==> src/rtl/owire_pkg.sv <==
package owire_pkg;

    typedef enum logic [1:0] {
        SLOT_RST = 2'd0,
        SLOT_W0  = 2'd1,
        SLOT_W1  = 2'd2,
        SLOT_RD  = 2'd3
    } slot_kind_e;

    typedef enum logic [1:0] {
        PH_IDLE = 2'd0,
        PH_LOW  = 2'd1,
        PH_REL  = 2'd2,
        PH_TAIL = 2'd3
    } slot_phase_e;

    // One step of the reflected x^8+x^5+x^4+1 CRC, fed one bus bit.
    function automatic logic [7:0] crc8_step(input logic [7:0] crc, input logic b);
        logic [7:0] s;
        s = {1'b0, crc[7:1]};
        if (crc[0] ^ b) s = s ^ 8'h8C;
        return s;
    endfunction

endpackage

==> src/rtl/owire_tick.sv <==
module owire_tick #(
    parameter int DIV = 125
) (
    input  logic clk,
    input  logic rst_n,
    input  logic clr,
    output logic tick
);
    localparam int CW = (DIV > 1) ? $clog2(DIV) : 1;
    localparam logic [CW-1:0] LAST = CW'(DIV - 1);

    logic [CW-1:0] cnt_d, cnt_q;

    assign tick = (cnt_q == LAST);

    always_comb begin
        if (clr || tick) cnt_d = '0;
        else             cnt_d = cnt_q + 1'b1;
    end

    always_ff @(posedge clk or negedge rst_n) begin
        if (!rst_n) cnt_q <= '0;
        else        cnt_q <= cnt_d;
    end
endmodule

==> src/rtl/owire_sync.sv <==
module owire_sync #(
    parameter int STAGES = 2
) (
    input  logic clk,
    input  logic rst_n,
    input  logic pad,
    output logic level
);
    logic [STAGES-1:0] sr_d, sr_q;

    always_comb sr_d = {sr_q[STAGES-2:0], pad};

    always_ff @(posedge clk or negedge rst_n) begin
        if (!rst_n) sr_q <= '1;
        else        sr_q <= sr_d;
    end

    assign level = sr_q[STAGES-1];
endmodule

==> src/rtl/owire_slot.sv <==
module owire_slot
    import owire_pkg::*;
#(
    parameter int T_RST_LOW  = 480,
    parameter int T_RST_REL  = 70,
    parameter int T_RST_TAIL = 410,
    parameter int T_W1_LOW   = 6,
    parameter int T_W1_REL   = 64,
    parameter int T_W0_LOW   = 60,
    parameter int T_W0_REL   = 10,
    parameter int T_RD_LOW   = 6,
    parameter int T_RD_REL   = 9,
    parameter int T_RD_TAIL  = 55
) (
    input  logic       clk,
    input  logic       rst_n,
    input  logic       go,
    input  slot_kind_e kind,
    input  logic       tick,
    input  logic       line,
    output logic       tick_clr,
    output logic       drive_low,
    output logic       slot_done,
    output logic       slot_bit
);
    localparam int T_SUM = T_RST_LOW + T_RST_REL + T_RST_TAIL + T_W1_LOW + T_W1_REL
                         + T_W0_LOW + T_W0_REL + T_RD_LOW + T_RD_REL + T_RD_TAIL;
    localparam int US_W = $clog2(T_SUM + 1);

    localparam logic [US_W-1:0] RST_LO = US_W'(T_RST_LOW - 1);
    localparam logic [US_W-1:0] RST_RL = US_W'(T_RST_REL - 1);
    localparam logic [US_W-1:0] RST_TL = US_W'(T_RST_TAIL - 1);
    localparam logic [US_W-1:0] W1_LO  = US_W'(T_W1_LOW - 1);
    localparam logic [US_W-1:0] W1_RL  = US_W'(T_W1_REL - 1);
    localparam logic [US_W-1:0] W0_LO  = US_W'(T_W0_LOW - 1);
    localparam logic [US_W-1:0] W0_RL  = US_W'(T_W0_REL - 1);
    localparam logic [US_W-1:0] RD_LO  = US_W'(T_RD_LOW - 1);
    localparam logic [US_W-1:0] RD_RL  = US_W'(T_RD_REL - 1);
    localparam logic [US_W-1:0] RD_TL  = US_W'(T_RD_TAIL - 1);

    typedef struct packed {
        slot_phase_e     phase;
        slot_kind_e      kind;
        logic [US_W-1:0] us;
        logic            drive;
        logic            done;
        logic            rx;
    } slot_t;

    slot_t q, d;

    logic [US_W-1:0] lo_end, rel_end, tail_end;
    logic            has_tail;

    // Phase lengths for the latched slot kind (last microsecond index).
    always_comb begin
        lo_end   = RD_LO;
        rel_end  = RD_RL;
        tail_end = RD_TL;
        has_tail = 1'b1;
        unique case (q.kind)
            SLOT_RST: begin lo_end = RST_LO; rel_end = RST_RL; tail_end = RST_TL; end
            SLOT_W1:  begin lo_end = W1_LO;  rel_end = W1_RL;  has_tail = 1'b0; end
            SLOT_W0:  begin lo_end = W0_LO;  rel_end = W0_RL;  has_tail = 1'b0; end
            default:  begin lo_end = RD_LO;  rel_end = RD_RL;  tail_end = RD_TL; end
        endcase
    end

    always_comb begin
        d      = q;
        d.done = 1'b0;
        unique case (q.phase)
            PH_IDLE: begin
                if (go) begin
                    d.phase = PH_LOW;
                    d.kind  = kind;
                    d.us    = '0;
                    d.drive = 1'b1;
                end
            end
            PH_LOW: begin
                if (tick) begin
                    if (q.us == lo_end) begin
                        d.phase = PH_REL;
                        d.us    = '0;
                        d.drive = 1'b0;
                    end else begin
                        d.us = q.us + 1'b1;
                    end
                end
            end
            PH_REL: begin
                if (tick) begin
                    if (q.us == rel_end) begin
                        d.rx = line;
                        d.us = '0;
                        if (has_tail) begin
                            d.phase = PH_TAIL;
                        end else begin
                            d.phase = PH_IDLE;
                            d.done  = 1'b1;
                        end
                    end else begin
                        d.us = q.us + 1'b1;
                    end
                end
            end
            default: begin
                if (tick) begin
                    if (q.us == tail_end) begin
                        d.phase = PH_IDLE;
                        d.us    = '0;
                        d.done  = 1'b1;
                    end else begin
                        d.us = q.us + 1'b1;
                    end
                end
            end
        endcase
    end

    always_ff @(posedge clk or negedge rst_n) begin
        if (!rst_n) q <= '0;
        else        q <= d;
    end

    assign tick_clr  = (q.phase == PH_IDLE);
    assign drive_low = q.drive;
    assign slot_done = q.done;
    assign slot_bit  = q.rx;
endmodule

==> src/rtl/owire_id_reader.sv <==
module owire_id_reader
    import owire_pkg::*;
#(
    parameter int         CLK_PER_US  = 125,
    parameter int         ID_BYTES    = 6,
    parameter int         SYNC_STAGES = 2,
    parameter logic [7:0] ROM_CMD     = 8'h33,
    parameter int         T_RST_LOW   = 480,
    parameter int         T_RST_REL   = 70,
    parameter int         T_RST_TAIL  = 410,
    parameter int         T_W1_LOW    = 6,
    parameter int         T_W1_REL    = 64,
    parameter int         T_W0_LOW    = 60,
    parameter int         T_W0_REL    = 10,
    parameter int         T_RD_LOW    = 6,
    parameter int         T_RD_REL    = 9,
    parameter int         T_RD_TAIL   = 55
) (
    input  logic                  clk,
    input  logic                  rst_n,
    input  logic                  start,
    output logic                  busy,
    output logic                  done,
    output logic                  bus_drive_low,
    input  logic                  bus_in,
    output logic                  no_device,
    output logic [7:0]            family,
    output logic [8*ID_BYTES-1:0] dev_id,
    output logic [7:0]            check_byte,
    output logic                  crc_ok
);
    localparam int ID_W      = 8 * ID_BYTES;
    localparam int RD_BYTES  = ID_BYTES + 2;
    localparam int N_SLOTS   = 1 + 8 + 8 * RD_BYTES;
    localparam int IDX_W     = $clog2(N_SLOTS);
    localparam int BI_W      = IDX_W - 3;
    localparam logic [IDX_W-1:0] FIRST_RD = IDX_W'(9);
    localparam logic [IDX_W-1:0] LAST_WR  = IDX_W'(7);
    localparam logic [IDX_W-1:0] LAST_IDX = IDX_W'(N_SLOTS - 1);
    localparam logic [BI_W-1:0]  CHK_BI   = BI_W'(RD_BYTES - 1);

    typedef struct packed {
        logic             busy;
        logic             go;
        slot_kind_e       kind;
        logic [IDX_W-1:0] idx;
        logic [7:0]       sh;
        logic [7:0]       crc;
        logic [7:0]       fam;
        logic [ID_W-1:0]  id;
        logic [7:0]       chk;
        logic             nodev;
        logic             crcok;
        logic             done;
    } seq_t;

    seq_t q, d;

    logic tick, tick_clr, line, slot_done, slot_bit;

    owire_sync #(.STAGES(SYNC_STAGES)) u_sync (
        .clk(clk), .rst_n(rst_n), .pad(bus_in), .level(line)
    );

    owire_tick #(.DIV(CLK_PER_US)) u_tick (
        .clk(clk), .rst_n(rst_n), .clr(tick_clr), .tick(tick)
    );

    owire_slot #(
        .T_RST_LOW(T_RST_LOW), .T_RST_REL(T_RST_REL), .T_RST_TAIL(T_RST_TAIL),
        .T_W1_LOW(T_W1_LOW),   .T_W1_REL(T_W1_REL),
        .T_W0_LOW(T_W0_LOW),   .T_W0_REL(T_W0_REL),
        .T_RD_LOW(T_RD_LOW),   .T_RD_REL(T_RD_REL),   .T_RD_TAIL(T_RD_TAIL)
    ) u_slot (
        .clk(clk), .rst_n(rst_n), .go(q.go), .kind(q.kind), .tick(tick),
        .line(line), .tick_clr(tick_clr), .drive_low(bus_drive_low),
        .slot_done(slot_done), .slot_bit(slot_bit)
    );

    logic [IDX_W-1:0] rd_pos;
    logic [BI_W-1:0]  rd_byte;
    logic [7:0]       sh_n;
    logic [7:0]       crc_n;

    assign rd_pos  = q.idx - FIRST_RD;
    assign rd_byte = rd_pos[IDX_W-1:3];
    assign sh_n    = {slot_bit, q.sh[7:1]};
    assign crc_n   = crc8_step(q.crc, slot_bit);

    always_comb begin
        d      = q;
        d.go   = 1'b0;
        d.done = 1'b0;
        if (!q.busy) begin
            if (start) begin
                d.busy = 1'b1;
                d.go   = 1'b1;
                d.kind = SLOT_RST;
                d.idx  = '0;
                d.crc  = '0;
            end
        end else if (slot_done) begin
            // Absorb the result of the slot that just ended.
            if (q.idx == '0) begin
                d.nodev = slot_bit;
            end else if (q.idx >= FIRST_RD) begin
                d.sh  = sh_n;
                d.crc = crc_n;
                if (rd_pos[2:0] == 3'd7) begin
                    if (rd_byte == '0) d.fam = sh_n;
                    else if (rd_byte == CHK_BI) d.chk = sh_n;
                    for (int k = 0; k < ID_BYTES; k++) begin
                        if (rd_byte == BI_W'(k + 1)) d.id[k*8 +: 8] = sh_n;
                    end
                end
            end
            // Launch the next slot or close the transaction.
            if (q.idx == LAST_IDX) begin
                d.busy  = 1'b0;
                d.done  = 1'b1;
                d.crcok = (crc_n == 8'h00);
            end else begin
                d.idx = q.idx + 1'b1;
                d.go  = 1'b1;
                if (q.idx <= LAST_WR) d.kind = ROM_CMD[q.idx[2:0]] ? SLOT_W1 : SLOT_W0;
                else                  d.kind = SLOT_RD;
            end
        end
    end

    always_ff @(posedge clk or negedge rst_n) begin
        if (!rst_n) q <= '0;
        else        q <= d;
    end

    assign busy       = q.busy;
    assign done       = q.done;
    assign no_device  = q.nodev;
    assign family     = q.fam;
    assign dev_id     = q.id;
    assign check_byte = q.chk;
    assign crc_ok     = q.crcok;
endmodule

==> config.mk <==
export PLATFORM = sky130hd
export DESIGN_NAME = owire_id_reader
export DESIGN_NICKNAME = d
export VERILOG_FILES = /design/src/rtl/owire_pkg.sv /design/src/rtl/owire_tick.sv /design/src/rtl/owire_sync.sv /design/src/rtl/owire_slot.sv /design/src/rtl/owire_id_reader.sv
export SDC_FILE = /design/constraint.sdc
export NUM_CORES = 1
export LEC_CHECK = 0
export ABC_AREA = 0
export BUFFER_PORTS_ARGS = -buffer_cell sky130_fd_sc_hd__buf_2
export CORE_UTILIZATION = 45
export DETAILED_ROUTE_END_ITERATION = 12
export SETUP_SLACK_MARGIN = 0.15
export SYNTH_ARGS = -nofsm -noshare
export SYNTH_HDL_FRONTEND = slang
export SYNTH_SLANG_ARGS = --single-unit
export TNS_END_PERCENT = 10
==> constraint.sdc <==
create_clock -name clk -period 3.8 [get_ports clk]
set_input_delay 0.19 -clock clk [delete_from_list [all_inputs] [get_ports clk]]
set_output_delay 0.19 -clock clk [all_outputs]
set_load 0.1 [all_outputs]
==> qor.txt <==
initial core utilization - 46.6%
outcome - complete, no violations
clock sink count - 120
DR vias/cell - 5.30
Hold Vio Cnt, Final - 0
FFs w/ async S/R, synth - 100%
grt total ovfl - 0
most common cell after layout, fill and taps aside - dfrtp_1
register bit total from synthesis - 120
Rel. slew slack - 43.1%
final core utilization - 50.8%
mapped cell area - 6210 sq um
TNS Setup - 0 ps
Max VDD drop - 0.285 mV
final wirelength - 12.1 mm
Post-DP HPWL - 8.43 mm
Main synth FF type - dfrtp_1
H-tree depth - 4
Setup Skew - 14.5 ps
Ports - 73
CTS tree - yes
All-Layer GR Usage - 18.3%
max_cap viols - 0
Netlist cell types - 60
drt drc - 0
Die ar. - 14300 sq um
RSZ-0062 raised after global routing - false
vias - 3997
WS Path Type - flop to flop
pin count of the biggest net entering global routing - 67
Least-Margin Pin Slew - 854 ps
vias in the first global route - 3879
worst-path fanout max - 10
ant diodes - 0
Routed Antenna Nets - 0
worst endpoint required time - 4080 ps
Slew Viols, Final - 0
global-route wire length before repair - 20.3 mm
LEAKAGE - 3.56 nW
Core Box Area - 13300 sq um
Worst Setup Slack, final - 1080 ps
share of layout cells above drive strength 1 - 24.4%
Num CTS Buffers - 17
post-synth top area cell - dfrtp_1
Synth top area share - 47.5%
clk slew on worst S/H paths - 50 ps
Pwr Total - 2.98 mW
Avg Cell Area, Syn - 11.1 sq um
router iterations before antenna repair - 4
final setup fails - 0
die height - 120 microns
row cnt - 42
number of fill cells - 1199
Post-Place Worst Slack - 1070 ps
routed len/inst - 16.1 microns
CTS root buf - clkbuf_16
post-synthesis sequential area ratio - 48.4%
synth top area cells - dfrtp_1 (48%), mux2_1 (11%), buf_4 (7.7%), ha_1 (3.2%), nand2_1 (2.8%)
Area Overhead vs Synth - 9.16%
syn_nets - 582
IO buf count - 72
hold crit path type - input port to flop
Post-CTS Setup Repair Bufs - 0
die width - 120 microns
Post-synth EDFFs - 0
Final period util - 71.7%
gp weighted congestion - 0.857
fin nets - 586
fin crit period - 2720 ps
endpoint class of the critical path - flop
Iteration-0 DRC Markers - 219
YS warnings - 0
pwr dens - 439 nW/um^2
clock buffer depth - 2
commonest cells after routing, fill and taps aside - dfrtp_1 (118), buf_2 (71), mux2_1 (60), nand2_1 (46), nor2_1 (29)
Arr. time, crit path - 3010 ps
Startpoint Class - flop
Syn Inst Count - 562
fmax - 0.367 GHz
initial antenna violation count - 0
Skew-Pair Late Insertion Delay - 420 ps
## cells in the mapped netlist (3+ instances only)
cell and number:
dfrtp_1 118, a21o_1 3, clkbuf_1 11, inv_1 13, nand3_1 16, nor2_2 4
nand4_1 4, and3b_1 3, nor4_1 4, nor3_1 12, nand2_1 46, mux2i_1 5
nand2b_1 7, o21ai_1 9, buf_2 7, buf_1 6, nor3b_1 4, and3_1 4
a21oi_1 4, nor2_1 29, buf_6 3, o31ai_1 12, a22o_1 6, mux2_1 60
ha_1 16, nor2b_1 8, o21ai_0 17, mux2_2 15, buf_4 64, xnor2_1 9
xor2_1 4
## power breakdown
part	switching (mW)	internal (mW)	leakage [nW]	total, mW
registers	0.0276	1.30	1.60	1.32
logic	0.0592	0.0334	1.67	0.0926
clock network	0.542	1.02	0.284	1.56
total	0.629	2.35	3.56	2.98
## per-stage QoR
| step | hold WS, ps | instance area [sq um] | instances |
|---|---|---|---|
| 2_1_floorplan | -106 | 6210 | 562 |
| 3_3_place_gp | 297 | 6190 | 721 |
| 3_5_place_dp | 297 | 6190 | 721 |
| 4_1_cts | 2.57 | 6780 | 754 |
| 5_1_grt | 40.1 | 6780 | 754 |
| 6_report | 16.3 | 6780 | 754 |
## sequential cells by signal, indices dropped and copies added (netlist names)
register,cells
q,25
busy,1
family,8
u_tick.cnt_q,7
no_device,1
u_sync.sr_q,2
u_slot.q,15
dev_id,48
u_slot.slot_bit,1
done,1
u_slot.drive_low,1
u_slot.slot_done,1
check_byte,8
crc_ok,1
## logic make-up (layout without fill, tap and decap cells)
| family | count (synthesis) | in the layout | synth area share, % |
|---|---|---|---|
| and+or+nand+nor | 153 | 153 | 12.5 |
| DFF | 120 | 120 | 48.4 |
| buffers and inverters | 106 | 122 | 11.0 |
| muxes | 80 | 80 | 14.4 |
| AOI/OAI and AO/OA | 74 | 74 | 8.68 |
| adders and majority gates | 16 | 16 | 3.22 |
| xor gates and xnor gates | 13 | 13 | 1.83 |
## per-layer routing
metal	track usage, %	part of all wire, %
met5	0	0
met4	7.42	1.2
met3	4.13	3.1
met2	27.6	47
met1	25.5	49
## final timing paths
kind | startpoint | end | slack (ps) | cells past startpoint
min in group asynchronous | rst_n | u_slot.q[6] | 410 | 2
min reg2reg | u_sync.sr_q[0] | u_sync.sr_q[1] | 360 | 0
max | q[84] | dev_id[33] | 1080 | 8
max reg2reg | q[84] | dev_id[33] | 1080 | 8
max in group asynchronous | rst_n | q[89] | 2470 | 3
min | start | busy | 20 | 3
## critical path: stages (launching register included)
cell	delay, ps
dfrtp_1	520
inv_1	110
ha_1	230
nand2b_1	130
nand2_1	110
xnor2_1	250
and3_4	240
nor2b_1	610
mux2_1	390
## cell type report
cell class              count  area (sq um)  share of cell area [%]
flip-flops and latches    120          3010                    44.3
well taps                 176           220                    3.25
multi-input cells         336          2530                    37.2
clock buffers              21           440                    6.49
repair buffers             78           413                    6.09
inverters                  13          48.8                   0.719
clock inverters            10           129                    1.90
## timing repair
action / CTS / global route
hold endpoints to repair: 63 / 0
hold buffers: 2 / 0
gates resized for setup: 0 / 0
Power figures use the tool's default switching activity.
